File: config.mk
export PLATFORM = sky130hd
export DESIGN_NAME = strobe_delay_cal
export DESIGN_NICKNAME = d
export VERILOG_FILES = /design/src/rtl/strobe_cal_pkg.sv /design/src/rtl/strobe_cal_path.sv /design/src/rtl/strobe_cal_ctrl.sv /design/src/rtl/strobe_delay_cal.sv
export SDC_FILE = /design/constraint.sdc
export NUM_CORES = 1
export LEC_CHECK = 0
export BUFFER_PORTS_ARGS = -buffer_cell sky130_fd_sc_hd__buf_2
export CORE_MARGIN = 2
export CORE_UTILIZATION = 50
export DETAILED_ROUTE_END_ITERATION = 6
export GPL_ROUTABILITY_DRIVEN = 1
export PLACE_DENSITY = 0.71
export REMOVE_ABC_BUFFERS = 1
export SYNTH_ARGS = -nofsm -noshare
export SYNTH_HDL_FRONTEND = slang
export SYNTH_HIERARCHICAL = 1
export SYNTH_SLANG_ARGS = --single-unit
File: constraint.sdc
create_clock -name clk -period 5.6 [get_ports clk]
set_clock_uncertainty 0.15 [all_clocks]
set_input_delay 0.56 -clock clk [delete_from_list [all_inputs] [get_ports clk]]
set_output_delay 0.56 -clock clk [all_outputs]
set_load 0.02 [all_outputs]
File: src/rtl/strobe_cal_pkg.sv
package strobe_cal_pkg;

  // Command strobes from the sequencer to the tap datapath
  typedef struct packed {
    logic clrTaps;     // zero strobe, data and first-edge taps
    logic setRef;      // capture reference level at tap 0
    logic incTap;      // advance strobe delay by one tap
    logic latchFirst;  // record first edge tap and flip reference
    logic loadTwo;     // compute data tap from two edges
    logic loadSingle;  // compute data tap from single-edge fallback
  } calCtl_t;

endpackage

File: src/rtl/strobe_cal_path.sv
module strobe_cal_path
  import strobe_cal_pkg::*;
#(
  parameter int TAP_W        = 6,
  parameter int SINGLE_SHIFT = 16
) (
  input  logic             clk,
  input  logic             rstN,
  input  calCtl_t          ctl,
  input  logic             strobeSample,
  output logic             levelDiff,
  output logic             atMax,
  output logic [TAP_W-1:0] strobeTapQ,
  output logic [TAP_W-1:0] dataTapQ
);

  localparam int MAX_TAP = (1 << TAP_W) - 1;
  localparam int SUM_W   = TAP_W + 1;
  localparam logic [SUM_W-1:0] MAX_WIDE   = SUM_W'(MAX_TAP);
  localparam logic [SUM_W-1:0] SHIFT_WIDE = SUM_W'(SINGLE_SHIFT);

  logic [TAP_W-1:0] firstTapQ;
  logic             refLvlQ;

  logic [TAP_W-1:0] edgeSrc;
  logic [SUM_W-1:0] halfSpan;
  logic [SUM_W-1:0] twoSum;
  logic [TAP_W-1:0] twoTap;
  logic [SUM_W-1:0] upSum;
  logic [TAP_W-1:0] singleTap;

  assign levelDiff = strobeSample ^ refLvlQ;
  assign atMax     = (strobeTapQ == TAP_W'(MAX_TAP));

  // Two-edge placement: first edge plus a quarter period (half the edge spacing)
  always_comb begin
    halfSpan = SUM_W'(strobeTapQ - firstTapQ) >> 1;
    twoSum   = SUM_W'(firstTapQ) + halfSpan;
    twoTap   = (twoSum > MAX_WIDE) ? TAP_W'(MAX_TAP) : twoSum[TAP_W-1:0];
  end

  // Single-edge fallback: step a fixed distance away from the only edge
  always_comb begin
    edgeSrc = ctl.latchFirst ? strobeTapQ : firstTapQ;
    upSum   = SUM_W'(edgeSrc) + SHIFT_WIDE;
    if (SUM_W'(edgeSrc) >= SHIFT_WIDE)
      singleTap = TAP_W'(SUM_W'(edgeSrc) - SHIFT_WIDE);
    else if (upSum > MAX_WIDE)
      singleTap = TAP_W'(MAX_TAP);
    else
      singleTap = upSum[TAP_W-1:0];
  end

  always_ff @(posedge clk) begin
    if (!rstN) begin
      strobeTapQ <= '0;
      dataTapQ   <= '0;
      firstTapQ  <= '0;
      refLvlQ    <= 1'b0;
    end else begin
      if (ctl.clrTaps) begin
        strobeTapQ <= '0;
        dataTapQ   <= '0;
        firstTapQ  <= '0;
      end else if (ctl.incTap) begin
        strobeTapQ <= strobeTapQ + 1'b1;
      end
      if (ctl.setRef)
        refLvlQ <= strobeSample;
      else if (ctl.latchFirst)
        refLvlQ <= ~refLvlQ;
      if (ctl.latchFirst)
        firstTapQ <= strobeTapQ;
      if (ctl.loadTwo)
        dataTapQ <= twoTap;
      else if (ctl.loadSingle)
        dataTapQ <= singleTap;
    end
  end

  // one tap per increment request
  p_inc_step_r2: assert property (@(posedge clk) disable iff (!rstN)
    (ctl.incTap && !ctl.clrTaps) |=> strobeTapQ == $past(strobeTapQ) + 1'b1);

  // never asked to step beyond the top tap
  p_no_overrun_r10: assert property (@(posedge clk) disable iff (!rstN)
    ctl.incTap |-> !atMax);

  // data tap only moves on an explicit load or clear
  p_hold_data_r8: assert property (@(posedge clk) disable iff (!rstN)
    !(ctl.clrTaps || ctl.loadTwo || ctl.loadSingle) |=> $stable(dataTapQ));

endmodule

File: src/rtl/strobe_cal_ctrl.sv
module strobe_cal_ctrl
  import strobe_cal_pkg::*;
#(
  parameter int SETTLE_CYC = 2,
  parameter int HOLD_CNT   = 4
) (
  input  logic    clk,
  input  logic    rstN,
  input  logic    startReq,
  input  logic    manualMode,
  input  logic    levelDiff,
  input  logic    atMax,
  output calCtl_t ctl,
  output logic    calDone,
  output logic    calFail,
  output logic    singleEdge
);

  localparam int SET_W  = (SETTLE_CYC < 2) ? 1 : $clog2(SETTLE_CYC + 1);
  localparam int HOLD_W = (HOLD_CNT < 2) ? 1 : $clog2(HOLD_CNT + 1);
  localparam logic [SET_W-1:0]  SET_LAST  = SET_W'(SETTLE_CYC - 1);
  localparam logic [HOLD_W-1:0] HOLD_LAST = HOLD_W'(HOLD_CNT - 1);

  typedef enum logic [1:0] {C_IDLE, C_SETTLE, C_REF, C_SAMPLE} calState_t;

  calState_t        stateQ, stateD;
  logic [SET_W-1:0] settleCntQ;
  logic [HOLD_W-1:0] holdCntQ;
  logic             missQ;
  logic             refPendQ;
  logic             haveFirstQ;
  logic             lastSample;
  logic             qualified;

  assign lastSample = (stateQ == C_SAMPLE) && (holdCntQ == HOLD_LAST);
  assign qualified  = !missQ && levelDiff;

  always_comb begin
    ctl    = '0;
    stateD = stateQ;
    unique case (stateQ)
      C_IDLE: begin
        if (startReq && !manualMode) begin
          ctl.clrTaps = 1'b1;
          stateD      = C_SETTLE;
        end
      end
      C_SETTLE: begin
        if (settleCntQ == SET_LAST)
          stateD = refPendQ ? C_REF : C_SAMPLE;
      end
      C_REF: begin
        ctl.setRef = 1'b1;
        ctl.incTap = 1'b1;
        stateD     = C_SETTLE;
      end
      C_SAMPLE: begin
        if (lastSample) begin
          if (qualified && haveFirstQ) begin
            ctl.loadTwo = 1'b1;
            stateD      = C_IDLE;
          end else if (qualified) begin
            ctl.latchFirst = 1'b1;
            if (atMax) begin
              ctl.loadSingle = 1'b1;
              stateD         = C_IDLE;
            end else begin
              ctl.incTap = 1'b1;
              stateD     = C_SETTLE;
            end
          end else if (atMax) begin
            if (haveFirstQ) ctl.loadSingle = 1'b1;
            else            ctl.clrTaps    = 1'b1;
            stateD = C_IDLE;
          end else begin
            ctl.incTap = 1'b1;
            stateD     = C_SETTLE;
          end
        end
      end
      default: stateD = C_IDLE;
    endcase
  end

  always_ff @(posedge clk) begin
    if (!rstN) begin
      stateQ     <= C_IDLE;
      settleCntQ <= '0;
      holdCntQ   <= '0;
      missQ      <= 1'b0;
      refPendQ   <= 1'b0;
      haveFirstQ <= 1'b0;
      calDone    <= 1'b0;
      calFail    <= 1'b0;
      singleEdge <= 1'b0;
    end else begin
      stateQ  <= stateD;
      calDone <= 1'b0;
      if (stateQ == C_SETTLE) settleCntQ <= settleCntQ + 1'b1;
      else                    settleCntQ <= '0;
      if (stateQ == C_SAMPLE) begin
        holdCntQ <= holdCntQ + 1'b1;
        missQ    <= missQ | !levelDiff;
      end else begin
        holdCntQ <= '0;
        missQ    <= 1'b0;
      end
      if (stateQ == C_IDLE && ctl.clrTaps) begin
        refPendQ   <= 1'b1;
        haveFirstQ <= 1'b0;
        calFail    <= 1'b0;
        singleEdge <= 1'b0;
      end
      if (ctl.setRef) refPendQ <= 1'b0;
      if (ctl.latchFirst) haveFirstQ <= 1'b1;
      if (ctl.loadTwo) calDone <= 1'b1;
      if (ctl.loadSingle) begin
        calDone    <= 1'b1;
        singleEdge <= 1'b1;
      end
      if (stateQ == C_SAMPLE && ctl.clrTaps) calFail <= 1'b1;
    end
  end

  // completion is a single-cycle pulse
  p_done_pulse_r8: assert property (@(posedge clk) disable iff (!rstN)
    calDone |=> !calDone);

  // a failed search never reports completion
  p_done_fail_excl_r7: assert property (@(posedge clk) disable iff (!rstN)
    !(calDone && calFail));

  // manual mode blocks a new search
  p_manual_block_r9: assert property (@(posedge clk) disable iff (!rstN)
    (stateQ == C_IDLE && manualMode) |=> stateQ == C_IDLE);

endmodule

File: src/rtl/strobe_delay_cal.sv
module strobe_delay_cal
  import strobe_cal_pkg::*;
#(
  parameter int TAP_W        = 6,
  parameter int SETTLE_CYC   = 2,
  parameter int HOLD_CNT     = 4,
  parameter int SINGLE_SHIFT = 16
) (
  input  logic             clk,
  input  logic             rstN,
  input  logic             startReq,
  input  logic             manualMode,
  input  logic [TAP_W-1:0] manualStrobeTap,
  input  logic [TAP_W-1:0] manualDataTap,
  input  logic             strobeSample,
  output logic             tapInc,
  output logic             tapRst,
  output logic [TAP_W-1:0] strobeTap,
  output logic [TAP_W-1:0] dataTap,
  output logic             calDone,
  output logic             calFail,
  output logic             singleEdge
);

  calCtl_t          ctl;
  logic             levelDiff;
  logic             atMax;
  logic [TAP_W-1:0] calStrobeTap;
  logic [TAP_W-1:0] calDataTap;

  strobe_cal_ctrl #(
    .SETTLE_CYC (SETTLE_CYC),
    .HOLD_CNT   (HOLD_CNT)
  ) uCtrl (
    .clk        (clk),
    .rstN       (rstN),
    .startReq   (startReq),
    .manualMode (manualMode),
    .levelDiff  (levelDiff),
    .atMax      (atMax),
    .ctl        (ctl),
    .calDone    (calDone),
    .calFail    (calFail),
    .singleEdge (singleEdge)
  );

  strobe_cal_path #(
    .TAP_W        (TAP_W),
    .SINGLE_SHIFT (SINGLE_SHIFT)
  ) uPath (
    .clk          (clk),
    .rstN         (rstN),
    .ctl          (ctl),
    .strobeSample (strobeSample),
    .levelDiff    (levelDiff),
    .atMax        (atMax),
    .strobeTapQ   (calStrobeTap),
    .dataTapQ     (calDataTap)
  );

  assign tapInc    = ctl.incTap;
  assign tapRst    = ctl.clrTaps;
  assign strobeTap = manualMode ? manualStrobeTap : calStrobeTap;
  assign dataTap   = manualMode ? manualDataTap   : calDataTap;

  // a failed calibration leaves both delays at zero
  p_fail_zero_r7: assert property (@(posedge clk) disable iff (!rstN)
    (calFail && !manualMode) |-> (strobeTap == '0 && dataTap == '0));

endmodule

==> results.md <==
* Hold buffers post-CTS at 0
* Pre-antenna DRT Iters at 4
* P_leak at 0.00115 uW
* Port bufs at 33
* Fmax achieved at 286 MHz
* Critical Path RT at 5.60 ns
* DP HPWL at 3770 um
* CTS max path bufs at 2
* Largest net degree at the start of global routing at 18
* Combinational cell fraction of total power at 24.0%
* Post-Synthesis Cells at 268
* Top FF cell, synth: dfxtp_1
* Crit end category: register
* Warnings from Yosys at 6
* Seq/Total Area, Yosys at 27.9%
* H-tree levels at 2
* Max FO, Critical Path at 17
* Synth Area per Inst at 8.58 um^2
* Vias at 1995
* Finished Cell Area at 2540 um^2
* Antenna diodes at 0
* Crit Path Class: in2reg
* Cell-internal power at 379 uW
* First-pass GRT wire length at 8760 um
* Nets at 340
* Worst vdd ir at 0.0000779 V
* Sw Share at 30.4%
* Flops & latches, synth at 32
* Num rows at 24
* Area of the mapped netlist at 2300 um^2
* CTS tree: yes
* Final setup viols at 0
* Yosys cell types at 56
* Vias per cell at 5.68
* Layout cell share with drive strength beyond 1 at 20.1%
* Clk sinks at 32
* Final min period at 3.49 ns
* Part of the power in registers at 46.0%
* Die area at 5160 um^2
* P&R area growth vs syn at 10.7%
* Routability cong. at 0.802
* Slew margin rel. at 60.6%
* Die span in y at 71.8 um
* Number of gates resized after cts at 0
* Final period utilization at 62.3%
* # Max-Cap Violations at 0
* Initial antenna violation count at 0
* Worst Tran Pin Value at 0.590 ns
* Clk pwr share at 30.0%
* Worst-path clk slew at 0.06 ns
* Outcome: finished clean
* Postcts setup bufs at 0
* Die Width at 71.8 um
* WL/cell at 14.2 um
* CTS root buf: clkbuf_8
* Overflow after GRT at 0
* Total negative setup slack at 0 ns
* Hold Crit Class: reg2reg
* CORE AREA at 4380 um^2
* WL final at 4970 um
* Detail Route Antenna Nets at 0
* Crit path arrival time at 3.49 ns
* Drt first-iter violations at 70
* Critical R2R Launch: uPath/refLvlQ
* Final hold viol count at 0
* Num ports at 34
* Psw at 166 uW
* RSZ-0062 raised after global routing: false
* Drt drc at 0
* Post-DP Area at 2470 um^2
* Setup crit start kind: primary input
* Initial core utilization at 52.4%
* Hold_ws at 0.269 ns
* Worst skew pair latency at 0.27 ns
* Total CTS buffers at 5
* PD cells at 214 nW/um^2
* Pins Over Slew Limit at 0
* FFs w/ async S/R, synth at 0%
* Post-synth EDFFs at 0
* Vias in the first global route at 1895
* Min-delay src: uCtrl/settleCntQ[0]
* GRT Overall Usage at 21.5%
* Crit path launch: strobeSample
==> area by class of cell <==
type                    instances  area, um^2
clock buffers                   6        72.6
clock inverters                 1        5.00
fillers                       420        1840
inverters                      24        90.1
multi-input cells             203        1510
flip-flops and latches         32         641
well taps                      52        65.1
repair buffers                 33         165
==> logic make-up (layout without fill, tap and decap cells) <==
group,count (synthesis),after routing,synth area share (%)
muxes,17,17,9.69
and+or+nand+nor,83,83,18.9
buffers and inverters,33,64,6.59
adders and majority gates,24,24,13.7
DFF,32,32,27.9
AOI/OAI and AO/OA,67,67,18.7
xor gates and xnor gates,12,12,4.57
==> layout by cell type (no fill, tap or decap), types with 3 or more instances in the layout <==
cell and n:
a211oi_1 3, a21oi_1 19, a22oi_1 3, a31oi_1 5, buf_2 33, clkbuf_8 5, dfxtp_1 32, ha_1 22
inv_1 24, mux2_4 10, mux2i_1 5, nand2_1 22, nand2b_1 4, nand3_1 7, nor2_1 22, nor2b_1 6
o21a_1 3, o21ai_0 14, o21ai_1 3, or3_1 3, xnor2_1 6, xor2_1 6
==> per-stage QoR <==
step | power, uW | setup slack [ns] | instances | util [%]
floorplan | 348 | 2.39 | 259 | -
global placement | 382 | 2.06 | 344 | 56.3
detailed placement | 386 | 1.93 | 344 | 56.3
CTS | 551 | 2.20 | 351 | 58.0
global route | 579 | 1.87 | 351 | 58.0
finish | 545 | 2.11 | 351 | 58.0
==> cell usage after synthesis (2+ instances only) <==
library cell | n | area [um^2]
a211oi_1 | 3 | 22.5
nand4_1 | 2 | 12.5
o21a_1 | 3 | 22.5
o21ai_0 | 14 | 70.1
clkbuf_1 | 2 | 7.51
nor2b_1 | 6 | 37.5
ha_1 | 22 | 275
xnor2_1 | 6 | 52.6
nand2_1 | 22 | 82.6
or3_1 | 3 | 18.8
and3_1 | 2 | 12.5
inv_1 | 24 | 90.1
a31oi_1 | 5 | 31.3
mux2_2 | 2 | 22.5
nand2b_4 | 2 | 27.5
xor2_1 | 6 | 52.6
a21o_1 | 2 | 15.0
a21oi_1 | 19 | 95.1
buf_2 | 3 | 15.0
buf_6 | 3 | 33.8
mux2i_1 | 5 | 50.1
fa_1 | 2 | 40.0
nand3_1 | 7 | 35.0
dfxtp_1 | 32 | 641
o21ai_1 | 3 | 15.0
nand2b_1 | 4 | 25.0
nor4_1 | 2 | 12.5
nor3_1 | 2 | 10.0
mux2_4 | 10 | 150
nor2_1 | 22 | 82.6
a22oi_1 | 3 | 22.5
==> layer usage <==
metal	up-vias	track usage, %	routed length, um
li1	1007	-	-
met5	-	0	0
met3	4	3.66	157
met4	0	8.39	65
met1	955	27.9	2290
met2	29	35.6	2460
==> final timing paths <==
kind                               to  slack (ns)  cells past startpoint
setup / recovery    uPath/dataTapQ[1]        2.11                     11
hold / removal    uCtrl/settleCntQ[0]        0.27                      1
setup reg to reg    uPath/dataTapQ[1]        2.12                     10
hold reg to reg   uCtrl/settleCntQ[0]        0.27                      1
==> critical path: stages <==
cell	delay [ns]
buf_2	0.10
xor2_1	0.13
nor2b_1	0.49
and4b_1	0.67
mux2i_1	0.43
ha_1	0.33
inv_1	0.09
nor4_1	0.05
o311a_2	0.40
o21ai_1	0.15
a31oi_1	0.09
==> registers in the layout, indices dropped and copies added, names as in the netlist, 2 cells and up <==
register / count
uCtrl/holdCntQ: 3
uPath/dataTapQ: 6
uCtrl/settleCntQ: 2
uPath/strobeTapQ: 6
uCtrl/stateQ: 2
uPath/firstTapQ: 6
==> power groups by stage <==
stage / clock network, uW / logic (uW) / registers, uW
3_5_place_dp: 0 / 130 / 256
5_1_grt: 182 / 144 / 253
2_1_floorplan: 0 / 92.8 / 255
3_3_place_gp: 0 / 126 / 256
4_1_cts: 169 / 131 / 251
6_report: 163 / 131 / 251
Power figures use the tool's default switching activity.
